===== config.mk =====
export PLATFORM = sky130hd
export DESIGN_NAME = ptw_walker
export DESIGN_NICKNAME = d
export VERILOG_FILES = /design/src/rtl/ptw_pkg.sv /design/src/rtl/ptw_index.sv /design/src/rtl/ptw_flags.sv /design/src/rtl/ptw_walker.sv
export SDC_FILE = /design/constraint.sdc
export NUM_CORES = 1
export LEC_CHECK = 0
export ABC_AREA = 1
export ABC_CLOCK_PERIOD_IN_PS = 2450
export BUFFER_PORTS_ARGS = -buffer_cell sky130_fd_sc_hd__buf_2
export CAP_MARGIN = 20
export CORE_AREA = 2 2 127 191
export CTS_CLUSTER_SIZE = 16
export DETAILED_ROUTE_END_ITERATION = 7
export DIE_AREA = 0 0 129 193
export PLACE_DENSITY_LB_ADDON = 0.12
export SLEW_MARGIN = 0
export SYNTH_ARGS = -nofsm -noshare
export SYNTH_HDL_FRONTEND = slang
export SYNTH_HIERARCHICAL = 1
export SYNTH_SLANG_ARGS = --single-unit
export TNS_END_PERCENT = 50

===== constraint.sdc =====
create_clock -name clk -period 2.45 [get_ports clk]
set_input_delay 0.49 -clock clk [delete_from_list [all_inputs] [get_ports clk]]
set_output_delay 0.49 -clock clk [all_outputs]
set_load 0.1 [all_outputs]

===== src/rtl/ptw_pkg.sv =====
package ptw_pkg;
  localparam int VA_W      = 32;
  localparam int DESC_W    = 32;
  localparam int WORD_LSB  = 2;
  localparam int UP_IDX_W  = 7;    // entries per root/pointer table = 2**UP_IDX_W
  localparam int SMALL_PAGE_SHIFT = 12;

  localparam int ROOT_LO     = VA_W - UP_IDX_W;
  localparam int PTR_LO      = ROOT_LO - UP_IDX_W;
  localparam int UP_TBL_LSB  = UP_IDX_W + WORD_LSB;
  localparam int PG_IDX_SMALL = PTR_LO - SMALL_PAGE_SHIFT;
  localparam int PG_IDX_BIG   = PG_IDX_SMALL - 1;
  localparam int PG_TBL_LSB_SMALL = PG_IDX_SMALL + WORD_LSB;
  localparam int PG_TBL_LSB_BIG   = PG_IDX_BIG + WORD_LSB;

  // descriptor bit positions
  localparam int B_RES   = 0;
  localparam int B_LINK  = 1;
  localparam int B_WP    = 2;
  localparam int B_USED  = 3;
  localparam int B_DIRTY = 4;
  localparam logic [1:0] IND_CODE = 2'b10;
  localparam logic [DESC_W-1:0] USED_MASK = DESC_W'(1) << B_USED;

  typedef enum logic [1:0] {LV_ROOT, LV_PTR, LV_PAGE, LV_IND} lvl_e;

  typedef enum logic [3:0] {
    S_IDLE, S_RD_ROOT, S_WB_ROOT, S_RD_PTR, S_WB_PTR,
    S_RD_PAGE, S_RD_IND, S_WB_PAGE, S_DONE
  } st_e;
endpackage


===== src/rtl/ptw_index.sv =====
module ptw_index
  import ptw_pkg::*;
(
  input  lvl_e                              lvl,
  input  logic [VA_W-1:SMALL_PAGE_SHIFT]    vpn,
  input  logic                              big_page,
  input  logic [DESC_W-1:WORD_LSB]          base,
  output logic [VA_W-1:0]                   addr
);
  always_comb begin
    unique case (lvl)
      LV_ROOT: addr = {base[DESC_W-1:UP_TBL_LSB], vpn[VA_W-1:ROOT_LO], {WORD_LSB{1'b0}}};
      LV_PTR:  addr = {base[DESC_W-1:UP_TBL_LSB], vpn[ROOT_LO-1:PTR_LO], {WORD_LSB{1'b0}}};
      LV_PAGE: begin
        if (big_page)
          addr = {base[DESC_W-1:PG_TBL_LSB_BIG], vpn[PTR_LO-1:SMALL_PAGE_SHIFT+1],
                  {WORD_LSB{1'b0}}};
        else
          addr = {base[DESC_W-1:PG_TBL_LSB_SMALL], vpn[PTR_LO-1:SMALL_PAGE_SHIFT],
                  {WORD_LSB{1'b0}}};
      end
      default: addr = {base, {WORD_LSB{1'b0}}};
    endcase
  end
endmodule


===== src/rtl/ptw_flags.sv =====
module ptw_flags
  import ptw_pkg::*;
(
  input  logic [DESC_W-1:0] pg,
  input  logic              inh_wp,
  input  logic              is_write,
  output logic              resident,
  output logic              need_wb,
  output logic [DESC_W-1:0] wb_val,
  output logic [DESC_W-1:0] res_val
);
  logic prot;

  always_comb begin
    prot     = pg[B_WP] | inh_wp;
    resident = pg[B_RES];
    wb_val   = pg;
    wb_val[B_USED] = 1'b1;
    if (is_write && !prot) wb_val[B_DIRTY] = 1'b1;
    need_wb  = (wb_val != pg);
    res_val  = wb_val;
    res_val[B_WP] = prot;
  end
endmodule


===== src/rtl/ptw_walker.sv =====
module ptw_walker
  import ptw_pkg::*;
(
  input  logic              clk,
  input  logic              rst_n,
  input  logic              req_valid,
  output logic              req_ready,
  input  logic [VA_W-1:0]   req_addr,
  input  logic              req_super,
  input  logic              req_write,
  input  logic              req_big_page,
  input  logic [DESC_W-1:0] root_user,
  input  logic [DESC_W-1:0] root_super,
  output logic              done,
  output logic [DESC_W-1:0] desc_out,
  output logic              fault,
  output logic              mem_req,
  output logic              mem_we,
  output logic [VA_W-1:0]   mem_addr,
  output logic [DESC_W-1:0] mem_wdata,
  input  logic              mem_ready,
  input  logic [DESC_W-1:0] mem_rdata,
  input  logic              mem_err
);
  st_e                           st;
  logic [VA_W-1:SMALL_PAGE_SHIFT] vpn_q;
  logic                          wr_q;
  logic                          big_q;
  logic                          wp_q;
  logic [DESC_W-1:WORD_LSB]      base_q;
  logic [VA_W-1:0]               wb_addr_q;
  logic [DESC_W-1:0]             wb_data_q;
  logic [DESC_W-1:0]             res_q;

  lvl_e            lvl;
  logic [VA_W-1:0] rd_addr;
  logic            xfer;
  logic            is_read_st;
  logic            pg_res, pg_wb;
  logic [DESC_W-1:0] pg_new, pg_out;
  logic            unused_bits;

  assign unused_bits = ^{req_addr[SMALL_PAGE_SHIFT-1:0],
                         root_user[WORD_LSB-1:0], root_super[WORD_LSB-1:0]};

  always_comb begin
    unique case (st)
      S_RD_PTR:  lvl = LV_PTR;
      S_RD_PAGE: lvl = LV_PAGE;
      S_RD_IND:  lvl = LV_IND;
      default:   lvl = LV_ROOT;
    endcase
  end

  ptw_index u_index (
    .lvl      (lvl),
    .vpn      (vpn_q),
    .big_page (big_q),
    .base     (base_q),
    .addr     (rd_addr)
  );

  ptw_flags u_flags (
    .pg       (mem_rdata),
    .inh_wp   (wp_q),
    .is_write (wr_q),
    .resident (pg_res),
    .need_wb  (pg_wb),
    .wb_val   (pg_new),
    .res_val  (pg_out)
  );

  assign is_read_st = (st == S_RD_ROOT) || (st == S_RD_PTR) ||
                      (st == S_RD_PAGE) || (st == S_RD_IND);
  assign mem_we    = (st == S_WB_ROOT) || (st == S_WB_PTR) || (st == S_WB_PAGE);
  assign mem_req   = mem_we || is_read_st;
  assign mem_addr  = mem_we ? wb_addr_q : rd_addr;
  assign mem_wdata = wb_data_q;
  assign xfer      = mem_req && mem_ready;

  assign req_ready = (st == S_IDLE);
  assign done      = (st == S_DONE);
  assign desc_out  = res_q;
  assign fault     = ~res_q[B_RES];

  always_ff @(posedge clk or negedge rst_n) begin
    if (!rst_n) begin
      st        <= S_IDLE;
      vpn_q     <= '0;
      wr_q      <= 1'b0;
      big_q     <= 1'b0;
      wp_q      <= 1'b0;
      base_q    <= '0;
      wb_addr_q <= '0;
      wb_data_q <= '0;
      res_q     <= '0;
    end else begin
      unique case (st)
        S_IDLE: begin
          if (req_valid) begin
            vpn_q  <= req_addr[VA_W-1:SMALL_PAGE_SHIFT];
            wr_q   <= req_write;
            big_q  <= req_big_page;
            wp_q   <= 1'b0;
            base_q <= req_super ? root_super[DESC_W-1:WORD_LSB]
                                : root_user[DESC_W-1:WORD_LSB];
            st     <= S_RD_ROOT;
          end
        end
        S_RD_ROOT, S_RD_PTR: begin
          if (xfer) begin
            if (mem_err || !mem_rdata[B_LINK]) begin
              res_q <= '0;
              st    <= S_DONE;
            end else begin
              wp_q      <= wp_q | mem_rdata[B_WP];
              base_q    <= mem_rdata[DESC_W-1:WORD_LSB];
              wb_addr_q <= rd_addr;
              wb_data_q <= mem_rdata | USED_MASK;
              if (mem_rdata[B_USED])
                st <= (st == S_RD_ROOT) ? S_RD_PTR : S_RD_PAGE;
              else
                st <= (st == S_RD_ROOT) ? S_WB_ROOT : S_WB_PTR;
            end
          end
        end
        S_WB_ROOT: if (xfer) st <= S_RD_PTR;
        S_WB_PTR:  if (xfer) st <= S_RD_PAGE;
        S_RD_PAGE, S_RD_IND: begin
          if (xfer) begin
            if (mem_err) begin
              res_q <= '0;
              st    <= S_DONE;
            end else if (st == S_RD_PAGE && mem_rdata[B_LINK:B_RES] == IND_CODE) begin
              base_q <= mem_rdata[DESC_W-1:WORD_LSB];
              st     <= S_RD_IND;
            end else if (!pg_res) begin
              res_q <= mem_rdata;
              st    <= S_DONE;
            end else begin
              res_q     <= pg_out;
              wb_addr_q <= rd_addr;
              wb_data_q <= pg_new;
              st        <= pg_wb ? S_WB_PAGE : S_DONE;
            end
          end
        end
        S_WB_PAGE: if (xfer) st <= S_DONE;
        S_DONE:    st <= S_IDLE;
        default:   st <= S_IDLE;
      endcase
    end
  end
endmodule


### Word-level counts from Yosys, hierarchy flattened

Index checks and enable logic that the tools add are counted.

* equality and inequality tests: 25
* mux-type cells: 53
* bitwise operators: 2
* reduce and logical (&&, ||, !) cells: 25

Operator list (number)
* 2-to-1 mux 32 bit: 18
* 2-to-1 mux 30 bit: 7
* one-hot mux 32 bit (2 select lines): 3
* one-hot mux 30 bit (3 select lines): 1
* 2-to-1 mux 4 bit: 11
* one-hot mux 9 bit (3 select lines): 1
* inequality test 2 bit (second input constant): 12
* one-hot mux 4 bit (6 select lines): 1
* equality test 4 x 3 -> 1 bit (second input constant): 4
* AND reduction 7 bit: 2
* 2-to-1 mux 3 bit: 3
* equality test 4 x 2 -> 1 bit (second input constant): 2
* 2-to-1 mux 8 bit: 1
* logical OR 1 bit: 7
* one-hot mux 2 bit (3 select lines): 1
* AND reduction 6 bit: 1
* 2-to-1 mux 5 bit: 1
* AND reduction 5 bit: 1
* equality test 2 bit (second input constant): 2
* equality test 4 x 1 -> 1 bit (second input constant): 1
* equality test 4 bit (second input constant): 1
* logical NOT 4 bit: 1
* 2-to-1 mux 1 bit: 4
* AND reduction 4 bit: 1
* 13 further kinds: 18

* register bits: 153
* input port bits: 136
* output and inout bits: 101
* word-level logic and storage cells: 114

### Longest topological paths before layout

* depth in word-level cells: 11
* depth in mapped cells: 13
* depth with buffers taken out: 11

### Hierarchy

Netlist, hierarchy kept.

Modules (own cells, without submodules)
* ptw_walker: times used 1, cells each 1071, area an instance 8126.5 um^2
* ptw_flags: times used 1, cells each 72, area an instance 514.2 um^2
* ptw_index: times used 1, cells each 98, area an instance 514.2 um^2

### Least setup slack after synthesis

Ideal clock, no wire load.

* path kind: register to output
* start: register st[0]
* end: output done
* data arrival time: 3.425 ns
* required time: 1.960 ns
* setup slack: -1.465 ns
* cell stages (with the launch flop): 3
* cells stage by stage: dfrtp_1 buf_4 nor4_1

* longest elaborated chain between the ends: 1

Ends and longest elaborated chain
* start, declared: line ptw_walker.sv:25 `st_e st;`
* start signal, assigned: line ptw_walker.sv:121 `st <= (st == S_RD_ROOT) ? S_RD_PTR : S_RD_PAGE;`
* start signal, assigned: line ptw_walker.sv:123 `st <= (st == S_RD_ROOT) ? S_WB_ROOT : S_WB_PTR;`
* start signal, assigned: line ptw_walker.sv:144 `st <= pg_wb ? S_WB_PAGE : S_DONE;`
* equality test 4 bit: line ptw_walker.sv:82 `assign done = (st == S_DONE);`
* end, declared: line ptw_walker.sv:14 `output logic done,`

Every way passes these cells.

### Worst setup path in the final report

* start: register st[3]
* end: output mem_addr[10]

* longest elaborated chain between the ends: 4
* elaborated cells on any way between the ends: 6

Ends and longest elaborated chain
* equality test 4 x 2 -> 1 bit / equality test 4 x 3 -> 1 bit (equally long branches): line ptw_walker.sv:75 `assign mem_we = (st == S_WB_ROOT) || (st == S_WB_PTR) || (st == S_WB_PAGE);`
* logical OR 1 bit: line ptw_walker.sv:75
* logical OR 1 bit *: line ptw_walker.sv:75
* 2-to-1 mux 32 bit *: line ptw_walker.sv:77 `assign mem_addr = mem_we ? wb_addr_q : rd_addr;`
* end, declared: line ptw_walker.sv:19 `output logic [VA_W-1:0] mem_addr,`

Every way passes the cells marked *; elsewhere a longest branch is shown, timed or not.

==> summary.txt <==
status -> complete, but fails checks
failing checks -> hold timing, setup timing
most used cell, CP -> buf_6
DRC viols -> 0
die span in x -> 129 µm
antenna cells -> 0
First-pass DRT Iterations -> 5
final period utilization -> 111%
post-route ant nets -> 0
setup ws final -> -0.262 ns
vias in the first global route -> 8048
Root Buffer Master -> clkbuf_16
largest net degree at the start of global routing -> 65
Core Region -> 23400 µm²
CTS tree -> yes
Warnings, synthesis -> 6
Area Growth Syn to Fin -> 26.8%
Clock Pin Slew Worst Setup and Hold Paths -> 0.07 ns
synthesized flop and latch total -> 153
H-tree depth -> 4
Netlist cell types -> 29
Max Slew Vio Count -> 0
via count -> 8284
mapped cell area -> 9160 µm²
Die Y -> 193 µm
Synth top area share -> 41.8%
Routed WL per cell -> 16.0 µm
PortBufs -> 220
clock latency on the worst-skew pair -> 0.44 ns
commonest cells after routing, fill and taps aside -> nand2_1, buf_2, dfrtp_1
GPL Wtd Cong -> 0.878
worst-margin pin slew -> 0.656 ns
startpoint types -> flip-flop
Final Hold Viols -> 4
total global routing overflow -> 0
Clock Tree Buf Depth -> 2
crit-path leading delay family -> buffers and inverters
share of layout cells above drive strength 1 -> 30.8%
setup violators final -> 32
cells after synthesis -> 1241
Worst Path Max Fanout -> 5
vias per cell -> 4.85
syn avg cell area -> 7.38 µm²
worst-case hold slack -> -0.0146 ns
first-pass GRT wire length -> 43.0 mm
die area -> 24900 µm²
Setup Crit Path Kind -> flip-flop to primary output
Routed Wire Length -> 27.2 mm
Max Freq -> 369 MHz
CP arrival -> 2.22 ns
hpwl dp -> 19.3 mm
WP data required -> 1.96 ns
Seq/Total Area, Yosys -> 41.8%
num ports -> 237
number of core rows -> 69
fin crit period -> 2.71 ns
slowest cell on the critical path -> dfrtp_2
initial antenna violation count -> 2
max cap viols -> 0
CP max stage delay -> 0.45 ns
Final nets -> 1512
Sink Count -> 153
Worst Hold Class -> primary input to asynchronous set/reset pin
Slew headroom -> 56.2%
most common cell after layout, fill and taps aside -> nand2_1
CP Cell Sequence -> nor2_4 > buf_4 > nand2_4 > nand3_4 > buf_6 > buf_6 > mux2_4 > buf_12
CP endpoint kind -> primary output
Fill cells -> 2377
dpl cells -> 1653
Layout Cells excl Fill -> 1707
final clock skew -> 0.0144 ns
GR Util All Layers -> 22.5%
starting density of the core -> 39.1%
critical path buffer and inverter count -> 4
largest cells by area after synthesis -> dfrtp_1, nand2_1, buf_4
Initial DRC Count -> 481
Synth area leader -> dfrtp_1
RSZ-0062 raised after global routing -> yes
number of CTS-inserted buffers -> 17
==> final timing paths <==
check,start,end,slack (ns),cells after the start
max,st[3],mem_addr[10],-0.26,8
min,rst_n,vpn_q[14],-0.01,1
max reg2reg,st[3],wb_addr_q[21],0.19,10
min reg2reg,mem_wdata[14],mem_wdata[14],0.47,2
max in group asynchronous,rst_n,st[1],1.76,2
min in group clk,req_addr[28],vpn_q[28],0.25,3
==> logic make-up (layout without fill, tap and decap cells) <==
family          Yosys count  after routing  share of synthesized area, %
simple gates            658            658                          30.4
buf+inv                 231            376                          14.6
compound gates          165            165                          9.21
flops                   153            153                          41.8
mux                      32             32                          3.94
other cells               2              4                        0.0820
==> worst register-to-register path: cells and delay by family, from the launching register on <==
| family | cells | cell delay (ns) |
|---|---|---|
| DFF | 1 | 0.45 |
| buffers and inverters | 2 | 0.62 |
| and+or+nand+nor | 8 | 1.08 |
==> synthesized netlist by cell type, drive strengths merged <==
| master | instances |
|---|---|
| nor4 | 1 |
| a31oi | 3 |
| a21oi | 3 |
| clkbuf | 24 |
| nor2 | 15 |
| or2 | 31 |
| inv | 69 |
| dfrtp | 153 |
| o21ai | 157 |
| nand2 | 488 |
| buf | 138 |
| a22oi | 1 |
| nand3 | 121 |
| o221ai | 1 |
| nand4 | 2 |
| conb | 2 |
| mux2 | 32 |
==> flip-flops by register name, summed over array words and instances, names as in the netlist <==
name       cells
wr_q           1
wp_q           1
vpn_q         20
big_q          1
mem_wdata     32
st             4
wb_addr_q     32
desc_out      32
base_q        30
==> layer usage <==
metal  track usage (%)  vias up  share of wire, %
met3              4.08       35               5.2
li1                  -     4131                 -
met1              26.6     3866                40
met5                 0        -             0.099
met4              7.40        4               1.9
met2              40.8      248                53
==> area by class of cell <==
type	count	area [µm²]	share of cell area, %
Clock buffer	21	470	4.05
Clock inverter	10	116	1.00
Inverter	69	269	2.32
Multi-Input combinational cell	859	4310	37.1
Sequential cell	153	3830	33.0
Tap cell	319	399	3.44
Timing Repair Buffer	276	2210	19.1
==> stage by stage <==
stage,area (µm²),hold WS (ns),worst slack [ns],utilization (%),setup TNS [ns]
CTS,11500,0.00299,-0.244,49.0,-5.92
finish,11600,-0.0146,-0.262,49.6,-7.25
global route,11600,0.0119,-0.318,49.6,-9.36
detailed placement,10500,0.457,-0.0141,44.8,-0.0141
floorplan,9180,0.194,-0.296,-,-0.834
global placement,10500,0.447,0.0111,44.8,0
==> repair_timing <==
action                     in CTS  in global routing
hold buffers                    0                  0
pin swaps                       9                 16
setup endpoints to repair      33                 72
cloned                          1                  0
setup buffers                  13                 10
gates resized for setup        70                 24
Power is left out: the tool's default activity adds up to more than one toggle a clock period on the data nets, which glitch-free logic cannot reach.
